[config.mk]
export PLATFORM = sky130hd
export DESIGN_NAME = ddr2_cmd_tracker
export DESIGN_NICKNAME = d
export VERILOG_FILES = /design/src/rtl/ddr2_trk_pkg.sv /design/src/rtl/ddr2_cmd_decode.sv /design/src/rtl/ddr2_bank_table.sv /design/src/rtl/ddr2_burst_timer.sv /design/src/rtl/ddr2_cmd_tracker.sv
export SDC_FILE = /design/constraint.sdc
export NUM_CORES = 1
export LEC_CHECK = 0
export BUFFER_PORTS_ARGS = -buffer_cell sky130_fd_sc_hd__buf_4
export CAP_MARGIN = 0
export CORE_UTILIZATION = 45
export DETAILED_ROUTE_END_ITERATION = 6
export PLACE_DENSITY = 0.75
export SYNTH_ARGS = -nofsm -noshare
export SYNTH_HDL_FRONTEND = slang
export SYNTH_SLANG_ARGS = --single-unit
[constraint.sdc]
create_clock -name clk -period 3.5 [get_ports clk]
set_input_delay 0.35 -clock clk [delete_from_list [all_inputs] [get_ports clk]]
set_output_delay 0.35 -clock clk [all_outputs]
set_load 0.01 [all_outputs]
[src/rtl/ddr2_trk_pkg.sv]
package ddr2_trk_pkg;

    typedef enum logic [4:0] {
        CMD_DESEL   = 5'd0,
        CMD_NOP     = 5'd1,
        CMD_MODE    = 5'd2,
        CMD_REF     = 5'd3,
        CMD_SR_IN   = 5'd4,
        CMD_SR_OUT  = 5'd5,
        CMD_PRE_ONE = 5'd6,
        CMD_PRE_ALL = 5'd7,
        CMD_ACT     = 5'd8,
        CMD_WR      = 5'd9,
        CMD_WR_AP   = 5'd10,
        CMD_RD      = 5'd11,
        CMD_RD_AP   = 5'd12,
        CMD_PD_IN   = 5'd13,
        CMD_PD_OUT  = 5'd14,
        CMD_HOLD    = 5'd15,
        CMD_BAD     = 5'd16
    } cmd_e;

    typedef enum logic [1:0] {
        ST_ACTIVE  = 2'd0,
        ST_PWRDN   = 2'd1,
        ST_SELFREF = 2'd2
    } dev_state_e;

    // Mode-register burst-length field values
    localparam logic [2:0] BL_FIELD_4 = 3'b010;
    localparam logic [2:0] BL_FIELD_8 = 3'b011;

endpackage

[src/rtl/ddr2_cmd_decode.sv]
module ddr2_cmd_decode
    import ddr2_trk_pkg::*;
(
    input  logic       cke_prev,
    input  logic       cke,
    input  logic       cs_n,
    input  logic       ras_n,
    input  logic       cas_n,
    input  logic       we_n,
    input  logic       a10,
    input  dev_state_e state,
    output cmd_e       cmd,
    output logic       pin_bad
);

    logic idle;
    logic ref_pat;

    always_comb begin
        idle    = cs_n | (ras_n & cas_n & we_n);
        ref_pat = !cs_n && !ras_n && !cas_n && we_n;
        cmd     = CMD_HOLD;
        pin_bad = 1'b0;
        case ({cke_prev, cke})
            2'b11: begin
                if (cs_n) begin
                    cmd = CMD_DESEL;
                end else begin
                    case ({ras_n, cas_n, we_n})
                        3'b000:  cmd = CMD_MODE;
                        3'b001:  cmd = CMD_REF;
                        3'b010:  cmd = a10 ? CMD_PRE_ALL : CMD_PRE_ONE;
                        3'b011:  cmd = CMD_ACT;
                        3'b100:  cmd = a10 ? CMD_WR_AP : CMD_WR;
                        3'b101:  cmd = a10 ? CMD_RD_AP : CMD_RD;
                        3'b111:  cmd = CMD_NOP;
                        default: begin
                            cmd     = CMD_BAD;
                            pin_bad = 1'b1;
                        end
                    endcase
                end
            end
            2'b10: begin
                if (ref_pat) begin
                    cmd = CMD_SR_IN;
                end else if (idle) begin
                    cmd = CMD_PD_IN;
                end else begin
                    cmd     = CMD_BAD;
                    pin_bad = 1'b1;
                end
            end
            2'b01: begin
                if (state == ST_SELFREF) begin
                    // leaving self-refresh needs no valid command
                    cmd = CMD_SR_OUT;
                end else begin
                    cmd     = CMD_PD_OUT;
                    pin_bad = !idle;
                end
            end
            default: cmd = CMD_HOLD;
        endcase
    end

endmodule

[src/rtl/ddr2_bank_table.sv]
module ddr2_bank_table #(
    parameter int BA_W  = 3,
    parameter int ROW_W = 13
) (
    input  logic                  clk,
    input  logic                  rst_n,
    input  logic                  act_en,
    input  logic                  close_one_en,
    input  logic                  close_all_en,
    input  logic [BA_W-1:0]       bank_sel,
    input  logic [ROW_W-1:0]      act_row,
    output logic [(1<<BA_W)-1:0]  open_vec,
    output logic [ROW_W-1:0]      sel_row
);

    localparam int NBANK = 1 << BA_W;

    typedef struct packed {
        logic             open;
        logic [ROW_W-1:0] row;
    } bank_t;

    logic [ROW_W-1:0] row_arr [NBANK];

    for (genvar g = 0; g < NBANK; g++) begin : g_bank
        bank_t b_d;
        bank_t b_q;
        logic  hit;

        always_comb begin
            hit = (bank_sel == BA_W'(g));
            b_d = b_q;
            if (close_all_en || (close_one_en && hit)) begin
                b_d.open = 1'b0;
            end
            if (act_en && hit) begin
                b_d.open = 1'b1;
                b_d.row  = act_row;
            end
        end

        always_ff @(posedge clk) begin
            if (!rst_n) begin
                b_q <= '0;
            end else begin
                b_q <= b_d;
            end
        end

        assign open_vec[g] = b_q.open;
        assign row_arr[g]  = b_q.row;
    end

    assign sel_row = row_arr[bank_sel];

endmodule

[src/rtl/ddr2_burst_timer.sv]
module ddr2_burst_timer #(
    parameter int BA_W = 3
) (
    input  logic            clk,
    input  logic            rst_n,
    input  logic            start,
    input  logic            bl8,
    input  logic [BA_W-1:0] start_bank,
    output logic            busy,
    output logic [BA_W-1:0] bank
);

    localparam int BL_MAX   = 8;
    localparam int BL_MIN   = 4;
    localparam int CNT_W    = $clog2(BL_MAX / 2);
    localparam int LOAD_MAX = BL_MAX / 2 - 1;
    localparam int LOAD_MIN = BL_MIN / 2 - 1;

    typedef struct packed {
        logic [CNT_W-1:0] cnt;
        logic [BA_W-1:0]  bank;
    } tmr_t;

    tmr_t t_d;
    tmr_t t_q;

    always_comb begin
        t_d = t_q;
        if (start) begin
            t_d.cnt  = bl8 ? CNT_W'(LOAD_MAX) : CNT_W'(LOAD_MIN);
            t_d.bank = start_bank;
        end else if (t_q.cnt != '0) begin
            t_d.cnt = t_q.cnt - 1'b1;
        end
    end

    always_ff @(posedge clk) begin
        if (!rst_n) begin
            t_q <= '0;
        end else begin
            t_q <= t_d;
        end
    end

    assign busy = (t_q.cnt != '0);
    assign bank = t_q.bank;

endmodule

[src/rtl/ddr2_cmd_tracker.sv]
module ddr2_cmd_tracker
    import ddr2_trk_pkg::*;
#(
    parameter int BA_W   = 3,
    parameter int ADDR_W = 13,   // at least 12: A10 plus column bits around it
    parameter int PD_W   = 16
) (
    input  logic              clk,
    input  logic              rst_n,
    input  logic              cke,
    input  logic              cs_n,
    input  logic              ras_n,
    input  logic              cas_n,
    input  logic              we_n,
    input  logic [BA_W-1:0]   ba,
    input  logic [ADDR_W-1:0] addr,
    input  logic [PD_W-1:0]   pd_limit,
    output logic [4:0]        cmd_o,
    output logic [BA_W-1:0]   bank_o,
    output logic [ADDR_W-1:0] addr_o,
    output logic [ADDR_W-1:0] open_row_o,
    output logic              viol_o,
    output logic [1:0]        dev_state_o,
    output logic              burst_busy_o,
    output logic              bl8_o,
    output logic              refresh_warn_o
);

    localparam int NBANK = 1 << BA_W;
    localparam int COL_W = ADDR_W - 1;
    localparam int AP_BIT = 10;

    typedef struct packed {
        logic              cke_prev;
        dev_state_e        state;
        logic [PD_W-1:0]   pd_cnt;
        logic              bl8;
        cmd_e              cmd;
        logic [BA_W-1:0]   bank;
        logic [ADDR_W-1:0] addr;
        logic [ADDR_W-1:0] open_row;
        logic              viol;
    } trk_t;

    trk_t s_d;
    trk_t s_q;

    cmd_e              dec_cmd;
    logic              pin_bad;
    logic [NBANK-1:0]  open_vec;
    logic [ADDR_W-1:0] sel_row;
    logic              busy;
    logic [BA_W-1:0]   busy_bank;
    logic [COL_W-1:0]  col;
    logic              is_col;
    logic              v_burst;
    logic              v_bank;
    logic              viol;
    logic              ok;
    logic              act_en;
    logic              close_one_en;
    logic              close_all_en;
    logic              burst_start;

    ddr2_cmd_decode i_decode (
        .cke_prev (s_q.cke_prev),
        .cke      (cke),
        .cs_n     (cs_n),
        .ras_n    (ras_n),
        .cas_n    (cas_n),
        .we_n     (we_n),
        .a10      (addr[AP_BIT]),
        .state    (s_q.state),
        .cmd      (dec_cmd),
        .pin_bad  (pin_bad)
    );

    ddr2_bank_table #(.BA_W(BA_W), .ROW_W(ADDR_W)) i_banks (
        .clk          (clk),
        .rst_n        (rst_n),
        .act_en       (act_en),
        .close_one_en (close_one_en),
        .close_all_en (close_all_en),
        .bank_sel     (ba),
        .act_row      (addr),
        .open_vec     (open_vec),
        .sel_row      (sel_row)
    );

    ddr2_burst_timer #(.BA_W(BA_W)) i_burst (
        .clk        (clk),
        .rst_n      (rst_n),
        .start      (burst_start),
        .bl8        (s_q.bl8),
        .start_bank (ba),
        .busy       (busy),
        .bank       (busy_bank)
    );

    always_comb begin
        col    = {addr[ADDR_W-1:AP_BIT+1], addr[AP_BIT-1:0]};
        is_col = (dec_cmd == CMD_RD) || (dec_cmd == CMD_RD_AP) ||
                 (dec_cmd == CMD_WR) || (dec_cmd == CMD_WR_AP);

        v_burst = busy && (is_col || (dec_cmd == CMD_PRE_ALL) ||
                           ((dec_cmd == CMD_PRE_ONE) && (ba == busy_bank)));
        v_bank  = (is_col && !open_vec[ba]) ||
                  ((dec_cmd == CMD_ACT) && open_vec[ba]);
        viol    = pin_bad || v_burst || v_bank;
        ok      = !viol;

        act_en       = ok && (dec_cmd == CMD_ACT);
        close_one_en = ok && ((dec_cmd == CMD_PRE_ONE) || (dec_cmd == CMD_RD_AP) ||
                              (dec_cmd == CMD_WR_AP));
        close_all_en = ok && (dec_cmd == CMD_PRE_ALL);
        burst_start  = ok && is_col;

        s_d          = s_q;
        s_d.cke_prev = cke;
        s_d.cmd      = dec_cmd;
        s_d.bank     = ba;
        s_d.viol     = viol;

        if (is_col) begin
            s_d.addr     = {1'b0, col};
            s_d.open_row = sel_row;
        end else begin
            s_d.addr     = ((dec_cmd == CMD_ACT) || (dec_cmd == CMD_MODE)) ? addr : '0;
            s_d.open_row = '0;
        end

        if (ok && (dec_cmd == CMD_MODE) && (ba == '0)) begin
            if (addr[2:0] == BL_FIELD_8) begin
                s_d.bl8 = 1'b1;
            end else if (addr[2:0] == BL_FIELD_4) begin
                s_d.bl8 = 1'b0;
            end
        end

        case (dec_cmd)
            CMD_SR_IN:             s_d.state = ST_SELFREF;
            CMD_PD_IN:             s_d.state = ST_PWRDN;
            CMD_SR_OUT, CMD_PD_OUT: s_d.state = ST_ACTIVE;
            default:               s_d.state = s_q.state;
        endcase

        if ((s_d.state == ST_PWRDN) && (s_q.state == ST_PWRDN)) begin
            s_d.pd_cnt = (s_q.pd_cnt == '1) ? s_q.pd_cnt : s_q.pd_cnt + 1'b1;
        end else begin
            s_d.pd_cnt = '0;
        end
    end

    always_ff @(posedge clk) begin
        if (!rst_n) begin
            s_q          <= '0;
            s_q.cke_prev <= 1'b1;
            s_q.state    <= ST_ACTIVE;
            s_q.cmd      <= CMD_DESEL;
        end else begin
            s_q <= s_d;
        end
    end

    assign cmd_o          = s_q.cmd;
    assign bank_o         = s_q.bank;
    assign addr_o         = s_q.addr;
    assign open_row_o     = s_q.open_row;
    assign viol_o         = s_q.viol;
    assign dev_state_o    = s_q.state;
    assign burst_busy_o   = busy;
    assign bl8_o          = s_q.bl8;
    assign refresh_warn_o = (s_q.state == ST_PWRDN) && (s_q.pd_cnt > pd_limit);

endmodule

==> results by group, run 1 <==
Placed design
  – Dpl ws: approximately 430 ps
  – Hpwl dp: approximately 12000 um
  – Gpl congestion: 0.800
  – I/O Buffers: between 70 and 80
  – Area after DPL: slightly below 0.009 mm2

Routing
  – Drt wl/cell: approximately 16 um
  – Detailed Routing Iterations Pass 1: 7
  – Detailed-route wire length: 17600 um
  – DRT iter0 DRCs: 375
  – DR vias: a little under 6000
  – Via density: 5.39
  – Post-DRT Antenna Nets: 0
  – # DRC: 7

CTS
  – Hold buffers post-CTS: 0
  – Cts repair resizes: 0
  – # Post-CTS Setup Buffers: 0
  – Clock root cell: clkbuf_16
  – H-tree depth: 4
  – Clk sinks: 172
  – TritonCTS clock tree: done
  – Reg clk slew, reported paths: 70 ps
  – Max clock buf depth: 2
  – Worst-skew pair later-pin latency: 430 ps
  – CTS buffer count: 17

Timing
  – Final Hold Fails: 0
  – Rel. slew slack: 0.434
  – Final Critical Period: 3160 ps
  – Least-Margin Pin Slew: about 850 ps
  – Final period utilization: 0.904
  – Final count of pins violating max slew: 0
  – Final setup viols: 0
  – Unrepaired setup endpoints after global routing: false
  – Final WS setup: around 340 ps
  – Fmax: between 300 and 400 MHz
  – Worst clock skew: 8.48 ps
  – Fin Setup TNS: 0 ps

Global routing
  – Vias in the first global route: 5634
  – Grt total ovfl: 0
  – Antenna violations before repair: 0
  – First-pass GRT wire length: around 29000 um
  – Largest net degree at the start of global routing: 74
  – GRT Resource Usage Total: 0.190

Yosys
  – Post-Synthesis Net Count: 882
  – Unique masters post-synth: 59
  – Yosys top cell area share: 0.407
  – Post-synth EDFFs: 0
  – Number of synthesized register bits: 172
  – Avg Inst Size Synth: roughly 10 um2
  – Post-synth ARST share: 0
  – Post-synthesis instance area: 0.00847 mm2
  – Top_reg_cell synth: dfxtp_1
  – Sequential-to-total area share from yosys stat: 0.407
  – Synth warnings: 0
  – Cells taking the most area after synthesis: dfxtp_1, mux2i_1, nor2b_1
  – Gate Count Post-Synth: 825
  – Area leader, netlist: dfxtp_1

Worst setup path
  – Critical path class: reg -> reg
  – Critical Path AT: 3480 ps
  – Crit-path slowest cell: nor3_1
  – Worst path required time: 3820 ps
  – Startpoint Class: flop
  – Cells along the critical path: inv_1 -> nor3_1 -> a31oi_1 -> nor4_4 -> buf_4 -> nand3_2 -> mux2i_1 -> nor2b_1
  – CP Capture Type: flop
  – Crit-path max FO: 15
  – FF-to-FF setup slack: ~340 ps
  – Slowest stage delay, CP: 590 ps

Final layout
  – Layout cells sized above 1: 0.193
  – Final net count: 897
  – Post-route cell area: roughly 0.0095 mm2
  – P&R area growth vs syn: 12.4%
  – Ant. Diodes: 0

Run
  – Number of max-cap violations: 0

Power
  – Maximum VDD drop: 0.287 mV
  – Design Power: 4420 uW
  – Leak: 0.00402 uW
  – Pwr/cell area: 465 mW/mm2

Floorplanning
  – Core area: 0.0182 mm2
  – # rows: 49
  – Die X-Extent: about 140 um
  – Starting Density: 0.465
  – # IOs: slightly below 80
  – Die height: between 100 and 150 um
  – Die area: between 0.015 and 0.02 mm2

Outcome
  – Status: finished with violations
  – Violated checks: design-rule violations

Hold path
  – Hold WC Path Type: in -> reg
==> sequential cells by signal, summed over array words and instances (netlist names) <==
register / cells
i_banks.g_bank.b_q: 104
bank_o: 3
s_q: 17
i_burst.t_q: 2
addr_o: 13
cmd_o: 5
viol_o: 1
i_banks.open_vec: 8
dev_state_o: 2
bl8_o: 1
i_burst.bank: 3
open_row_o: 13
==> kinds of logic (layout without fill, tap and decap cells) <==
group | after synthesis | count (layout) | share of synthesized area
buffers and inverters | 121 | 149 | 0.0761
adder cells (fa/ha/maj) | 18 | 18 | 0.0266
multiplexers | 148 | 148 | 0.217
AO/OA/AOI/OAI | 78 | 78 | 0.0681
flip-flops | 172 | 172 | 0.407
XOR/XNOR | 16 | 16 | 0.0166
AND/OR/NAND/NOR | 272 | 272 | 0.189
==> cell usage after synthesis, drive strengths merged (14+ instances only) <==
cell / count
buf: 63
dfxtp: 172
ha: 18
clkbuf: 33
nor2: 35
nor2b: 109
mux4: 28
inv: 25
and2: 22
mux2i: 119
nand2: 24
nor3: 14
nand3: 21
==> path summary, 6_finish.rpt <==
path / start / to / depth (start not counted)
setup / recovery: s_q[54] / i_banks.g_bank[7].b_q[11] / 8
hold / removal: addr[6] / addr_o[6] / 2
setup reg to reg: s_q[54] / i_banks.g_bank[7].b_q[11] / 8
hold reg to reg: i_banks.g_bank[0].b_q[10] / i_banks.g_bank[0].b_q[10] / 2
==> worst max-delay path: cells and delay by family, from the launching register on <==
family	cells	cell delay, ps
flops	1	480
buf+inv	2	420
mux	1	360
simple gates	4	1440
compound gates	1	330
==> power by group <==
group | total, uW | leakage, uW | switching [uW] | internal, uW
combinational | 429 | 0.00233 | 244 | 185
clock | 1990 | 0.000301 | 829 | 1160
sequential | 2010 | 0.00139 | 17.3 | 1990
==> per-stage QoR <==
| stage | util | instances | hold slack, ps |
|---|---|---|---|
| final | 0.523 | 1082 | 207 |
| after global routing | 0.523 | 1082 | 206 |
| after CTS | 0.523 | 1082 | 190 |
| after detailed placement | 0.488 | 1050 | 452 |
| after global placement | 0.488 | 1050 | 453 |
| after floorplan | - | 825 | 427 |
==> placed cells by master (no fill, tap or decap), drive strengths merged, types with 18 or more instances in the layout <==
cell / Yosys / layout
dfxtp: 172 / 172
nor2: 35 / 35
ha: 18 / 18
inv: 25 / 29
nand2: 24 / 24
and2: 22 / 22
nand3: 21 / 21
clkbuf: 33 / 18
mux2i: 119 / 119
mux4: 28 / 28
nor2b: 109 / 109
buf: 63 / 92
==> cell type report <==
class,instances,area [um2]
tap,229,287
clock inverter,14,185
fill,1590,8690
inverter,25,93.8
multi-input combinational,532,4380
sequential,172,3440
timing repair buffer,92,691
clock buffer,18,439
==> routing by layer <==
metal  GRT usage  routed length (um)
met1       0.251                8260
met2       0.305                8340
met3      0.0463                 758
met4      0.0626                 277
met5           0                   0
Power figures use the tool's default switching activity.
==> inputs of run 2 (changes only) <==
--- a/config.mk
+++ b/config.mk
@@ -8,6 +8,7 @@
 export BUFFER_PORTS_ARGS = -buffer_cell sky130_fd_sc_hd__buf_4
 export CAP_MARGIN = 0
 export CORE_UTILIZATION = 45
+export CTS_BUF_LIST = sky130_fd_sc_hd__clkbuf_4
 export DETAILED_ROUTE_END_ITERATION = 6
 export PLACE_DENSITY = 0.75
 export SYNTH_ARGS = -nofsm -noshare
==> results by group, run 2 (synthesized netlist as in run 1, its figures left out) <==
Worst setup path
  – FF-to-FF setup slack: 350 ps
  – FF-to-FF path depth: 8
  – Critical Path AT: 3630 ps
  – Startpoint Class: flop
  – Critical path class: reg -> reg
  – CP Capture Type: flop
  – R2R Path End: i_banks.g_bank[4].b_q[2]
  – Worst path required time: 3980 ps
  – Crit-path max FO: 15
  – RR Startpoint: s_q[54]

Global routing
  – GRT Resource Usage Total: 0.187
  – Top Usage Layer GRT: met2
  – Grt total ovfl: 0
  – Antenna violations before repair: 1
  – Met3 GRT Util: 0.0425
  – Vias in the first global route: 5558
  – Met2 usage: 0.296
  – M1 GR Usage: 0.253
  – Largest net degree at the start of global routing: 74
  – First-pass GRT wire length: ~29000 um

Placed design
  – Gpl congestion: 0.800
  – I/O Buffers: around 80
  – Hpwl dp: 11600 um
  – Area after DPL: 0.00889 mm2

Final layout
  – Max reg flops: 104
  – Fin util: 0.506
  – Layout cells sized above 1: 0.192
  – Biggest regs: i_banks.g_bank.b_q: 104 flops, s_q: 17 flops
  – Final net count: about 900
  – P&R area growth vs syn: 8.81%
  – Largest Register: i_banks.g_bank.b_q
  – Most frequent cells in the layout: dfxtp_1, mux2i_1, nor2b_1
  – Post-route cell area: 0.00921 mm2
  – Most common cell after layout, fill and taps aside: dfxtp_1

CTS
  – # Post-CTS Setup Buffers: 0
  – Hold buffers post-CTS: 0
  – Clk sinks: ~170
  – TritonCTS clock tree: done
  – H-tree depth: 4
  – CTS buffer count: 17
  – Worst-skew pair later-pin latency: 580 ps
  – Cts repair resizes: 0
  – Clock root cell: clkbuf_4
  – Max clock buf depth: 2
  – Reg clk slew, reported paths: 150 ps

Timing
  – Unrepaired setup endpoints after global routing: false
  – Fmax: 317 MHz
  – Rel. slew slack: 0.440
  – Final Critical Period: 3150 ps
  – Final setup viols: 0
  – Worst clock skew: 20.0 ps
  – Final count of pins violating max slew: 0
  – Fin Setup TNS: 0 ps
  – Final period utilization: 0.900
  – Final Hold Fails: 0
  – Least-Margin Pin Slew: 836 ps

Outcome
  – Status: finished with violations
  – Violated checks: design-rule violations

Power
  – Maximum VDD drop: roughly 0.23 mV
  – Pwr/cell area: 401 mW/mm2
  – Leak: roughly 0.0039 uW
  – Design Power: 3700 uW

Routing
  – DR vias: 5732
  – Post-DRT Antenna Nets: 0
  – Detailed Routing Iterations Pass 1: 7
  – # DRC: 7
  – Via density: approximately 5.3
  – DRT iter0 DRCs: 410
  – Drt wl/cell: 16.0 um
  – Detailed-route wire length: 17400 um

Floorplanning
  – Core area: 0.0182 mm2
  – Die X-Extent: 139 um
  – # IOs: around 80
  – Die height: 139 um
  – Starting Density: 0.465
  – Die area: roughly 0.019 mm2
  – # rows: slightly below 50

Hold path
  – Hold WC Path Type: in -> reg
  – End of the worst hold path: addr_o[6]
  – Worst min-delay path startpoint: addr[6]
  – Cell depth of the worst hold path: 2

Run
  – Number of max-cap violations: 0
## run 2: cell count changes in the layout (fill, tap and decap cells not counted), sizes merged
cell and delta:
clkbuf -1, diode +1, clkinv +1
## run 2: how the worst max path moves through the flow
stage	endpoint	slack, ps	startpoint
floorplan	i_banks.g_bank[1].b_q[11]	840	cas_n
global placement	i_banks.open_vec[4]	460	we_n
detailed placement	i_banks.open_vec[4]	430	we_n
CTS	i_banks.g_bank[7].b_q[7]	420	s_q[54]
global route	i_banks.g_bank[7].b_q[11]	80	s_q[54]
finish	i_banks.g_bank[4].b_q[2]	350	s_q[54]
## run 2: cell type report
class,count,area [um2]
Antenna cell,1,2.50
Clock buffer,17,128
Clock inverter,15,189
Fill cell,1638,9000
Inverter,25,93.8
Multi-Input combinational cell,532,4380
Sequential cell,172,3440
Tap cell,229,287
Timing Repair Buffer,92,691
## run 2: report_power, final
group | internal, uW | switching (uW) | total [uW]
sequential | 1990 | 17.0 | 2010
clock | 509 | 749 | 1260
combinational | 185 | 243 | 428
## run 2: critical path: stages (launching register included)
cell and delay, ps:
dfxtp_1 520, inv_1 170, nor3_1 590, a31oi_1 320, nor4_4 330, buf_4 260, nand3_2 470, mux2i_1 310
nor2b_1 60
## run 2: layer usage
layer	up-vias	wire length (um)
met2	130	7980
met4	0	203
met5	-	0
met3	13	835
met1	2720	8350
li1	2869	-
## run 2: metrics by stage
step / setup WS [ps] / hold WS [ps] / cells
after global placement: 457 / 453 / 1050
final: 350 / 42.0 / 1083
after CTS: 420 / 13.4 / 1082
after global routing: 75.6 / 0.627 / 1083
after floorplan: 839 / 427 / 825
after detailed placement: 430 / 452 / 1050
==> inputs of run 3 (changes only) <==
--- a/config.mk
+++ b/config.mk
@@ -10,7 +10,7 @@
 export CORE_UTILIZATION = 45
 export CTS_BUF_LIST = sky130_fd_sc_hd__clkbuf_4
 export DETAILED_ROUTE_END_ITERATION = 6
-export PLACE_DENSITY = 0.75
+export PLACE_DENSITY = 0.6
 export SYNTH_ARGS = -nofsm -noshare
 export SYNTH_HDL_FRONTEND = slang
 export SYNTH_SLANG_ARGS = --single-unit
==> results by group, run 3 (synthesized netlist as in run 1, its figures left out) <==
Outcome
  – Status: completed

Worst setup path
  – Critical Path AT: 3410 ps
  – Worst path required time: between 3000 and 4000 ps
  – Cells along the critical path: inv_1 -> nor3_1 -> a31oi_1 -> a311oi_1 -> o21ai_0 -> or3_1 -> a311oi_1
  – CP top delay family: simple AND/OR/NAND/NOR gates
  – Critical path class: reg -> reg
  – Crit-path slowest cell: or3_1
  – Most used cell, CP: a311oi_1
  – Slowest stage delay, CP: 590 ps
  – Startpoint Class: flop
  – Critical path buffer and inverter count: 1
  – Crit-path max FO: 16
  – CP Capture Type: flop

Placed design
  – I/O Buffers: 78
  – Gpl congestion: slightly below 0.9
  – Hpwl dp: ~13000 um

CTS
  – Clock root cell: clkbuf_4
  – Worst-skew pair later-pin latency: 590 ps
  – Max clock buf depth: 2
  – CTS buffer count: 17
  – Cts repair resizes: 0
  – TritonCTS clock tree: done
  – H-tree depth: 4
  – Reg clk slew, reported paths: around 140 ps
  – Hold buffers post-CTS: 0
  – # Post-CTS Setup Buffers: 0
  – Clk sinks: approximately 170

Final layout
  – Biggest regs: i_banks.g_bank.b_q: 104 flops, s_q: 17 flops
  – Most common cell after layout, fill and taps aside: dfxtp_1
  – Sequential Area: 0.00344 mm2
  – Largest Register: i_banks.g_bank.b_q
  – Layout cells sized above 1: 0.193
  – Max reg flops: 104
  – Most frequent cells in the layout: dfxtp_1, mux2i_1, nor2b_1
  – P&R area growth vs syn: 8.87%
  – Multi-input gate area: around 0.0044 mm2
  – Fin util: 0.506
  – Final net count: around 900
  – Filler cells: roughly 1700

Timing
  – Final Critical Period: 2920 ps
  – Unrepaired setup endpoints after global routing: false
  – Least-Margin Pin Slew: ~650 ps
  – Final count of pins violating max slew: 0
  – Rel. slew slack: 0.564
  – Fin Setup TNS: 0 ps
  – Final Hold Fails: 0
  – Final period utilization: 0.835
  – Worst clock skew: 39.4 ps
  – Final setup viols: 0
  – Fmax: ~340 MHz

Floorplanning
  – # rows: between 40 and 50
  – Die X-Extent: 139 um
  – Starting Density: 0.465
  – Die area: 0.0194 mm2
  – Core area: 0.0182 mm2
  – Die height: roughly 140 um
  – # IOs: 79

Routing
  – M1 WL: 8780 um
  – Top sig layer: met4
  – DRT iter0 DRCs: 424
  – # DRC: 0
  – Drt wl/cell: ~17 um
  – DR vias: 5937
  – Post-DRT Antenna Nets: 0
  – Detailed Routing Iterations Pass 1: 7
  – Met3 wire length: about 800 um
  – Via density: 5.46
  – Met2 WL post-DR: 8900 um
  – Detailed-route wire length: 18700 um

Power
  – Maximum VDD drop: 0.156 mV
  – Leak: 0.00388 uW
  – Pwr/cell area: 391 mW/mm2

Run
  – Number of max-cap violations: 0

Global routing
  – Largest net degree at the start of global routing: 69
  – Vias in the first global route: 5778
  – Antenna violations before repair: 1
  – First-pass GRT wire length: 30600 um
  – GRT Resource Usage Total: 0.202
  – Grt total ovfl: 0

Hold path
  – Hold WC Path Type: in -> reg
==> run 3: report_power, final <==
group	total (uW)	switching, uW	internal (uW)
clock network	1150	716	434
registers	2010	16.4	1990
logic	441	253	188
total	3600	985	2610
==> run 3: area by class of cell <==
cell class / instances / share of cell area
Antenna cell: 1 / 0.000272
Clock buffer: 18 / 0.0147
Clock inverter: 14 / 0.0156
Inverter: 25 / 0.0102
Multi-Input combinational cell: 532 / 0.475
Sequential cell: 172 / 0.374
Tap cell: 229 / 0.0311
Timing Repair Buffer: 97 / 0.0796
==> run 3: layer usage <==
metal  track usage  up-vias
li1              -     2882
met1         0.269     2862
met2         0.336      161
met3        0.0363       32
met4        0.0585        0
met5             0        -
==> run 3: worst reg2reg max path: stages, from the launching register on <==
cell and delay [ps]:
dfxtp_1 500, inv_1 160, nor3_1 580, a31oi_1 270, a311oi_1 310, o21ai_0 150
or3_1 590, a311oi_1 290
==> run 3: metrics by stage <==
| step | hold WS (ps) | cells | setup slack, ps | cell area (um2) | power [uW] |
|---|---|---|---|---|---|
| final | 49.7 | 1088 | 577 | 9220 | 3600 |
| after global routing | 9.26 | 1088 | 205 | 9220 | 3790 |
| after CTS | 1.64 | 1085 | 568 | 9190 | 3630 |
| after detailed placement | 451 | 1053 | 616 | 8910 | 2490 |
| after global placement | 444 | 1053 | 716 | 8910 | 2480 |
| after floorplan | 427 | 825 | 839 | 8470 | 2360 |
==> run 3: worst paths after layout <==
check | from | to | slack (ps) | cells past startpoint
min | addr[3] | addr_o[3] | 50 | 2
min reg2reg | i_banks.g_bank[0].b_q[2] | i_banks.g_bank[0].b_q[2] | 470 | 2
max | s_q[54] | s_q[46] | 580 | 7
max reg2reg | s_q[54] | s_q[46] | 580 | 7
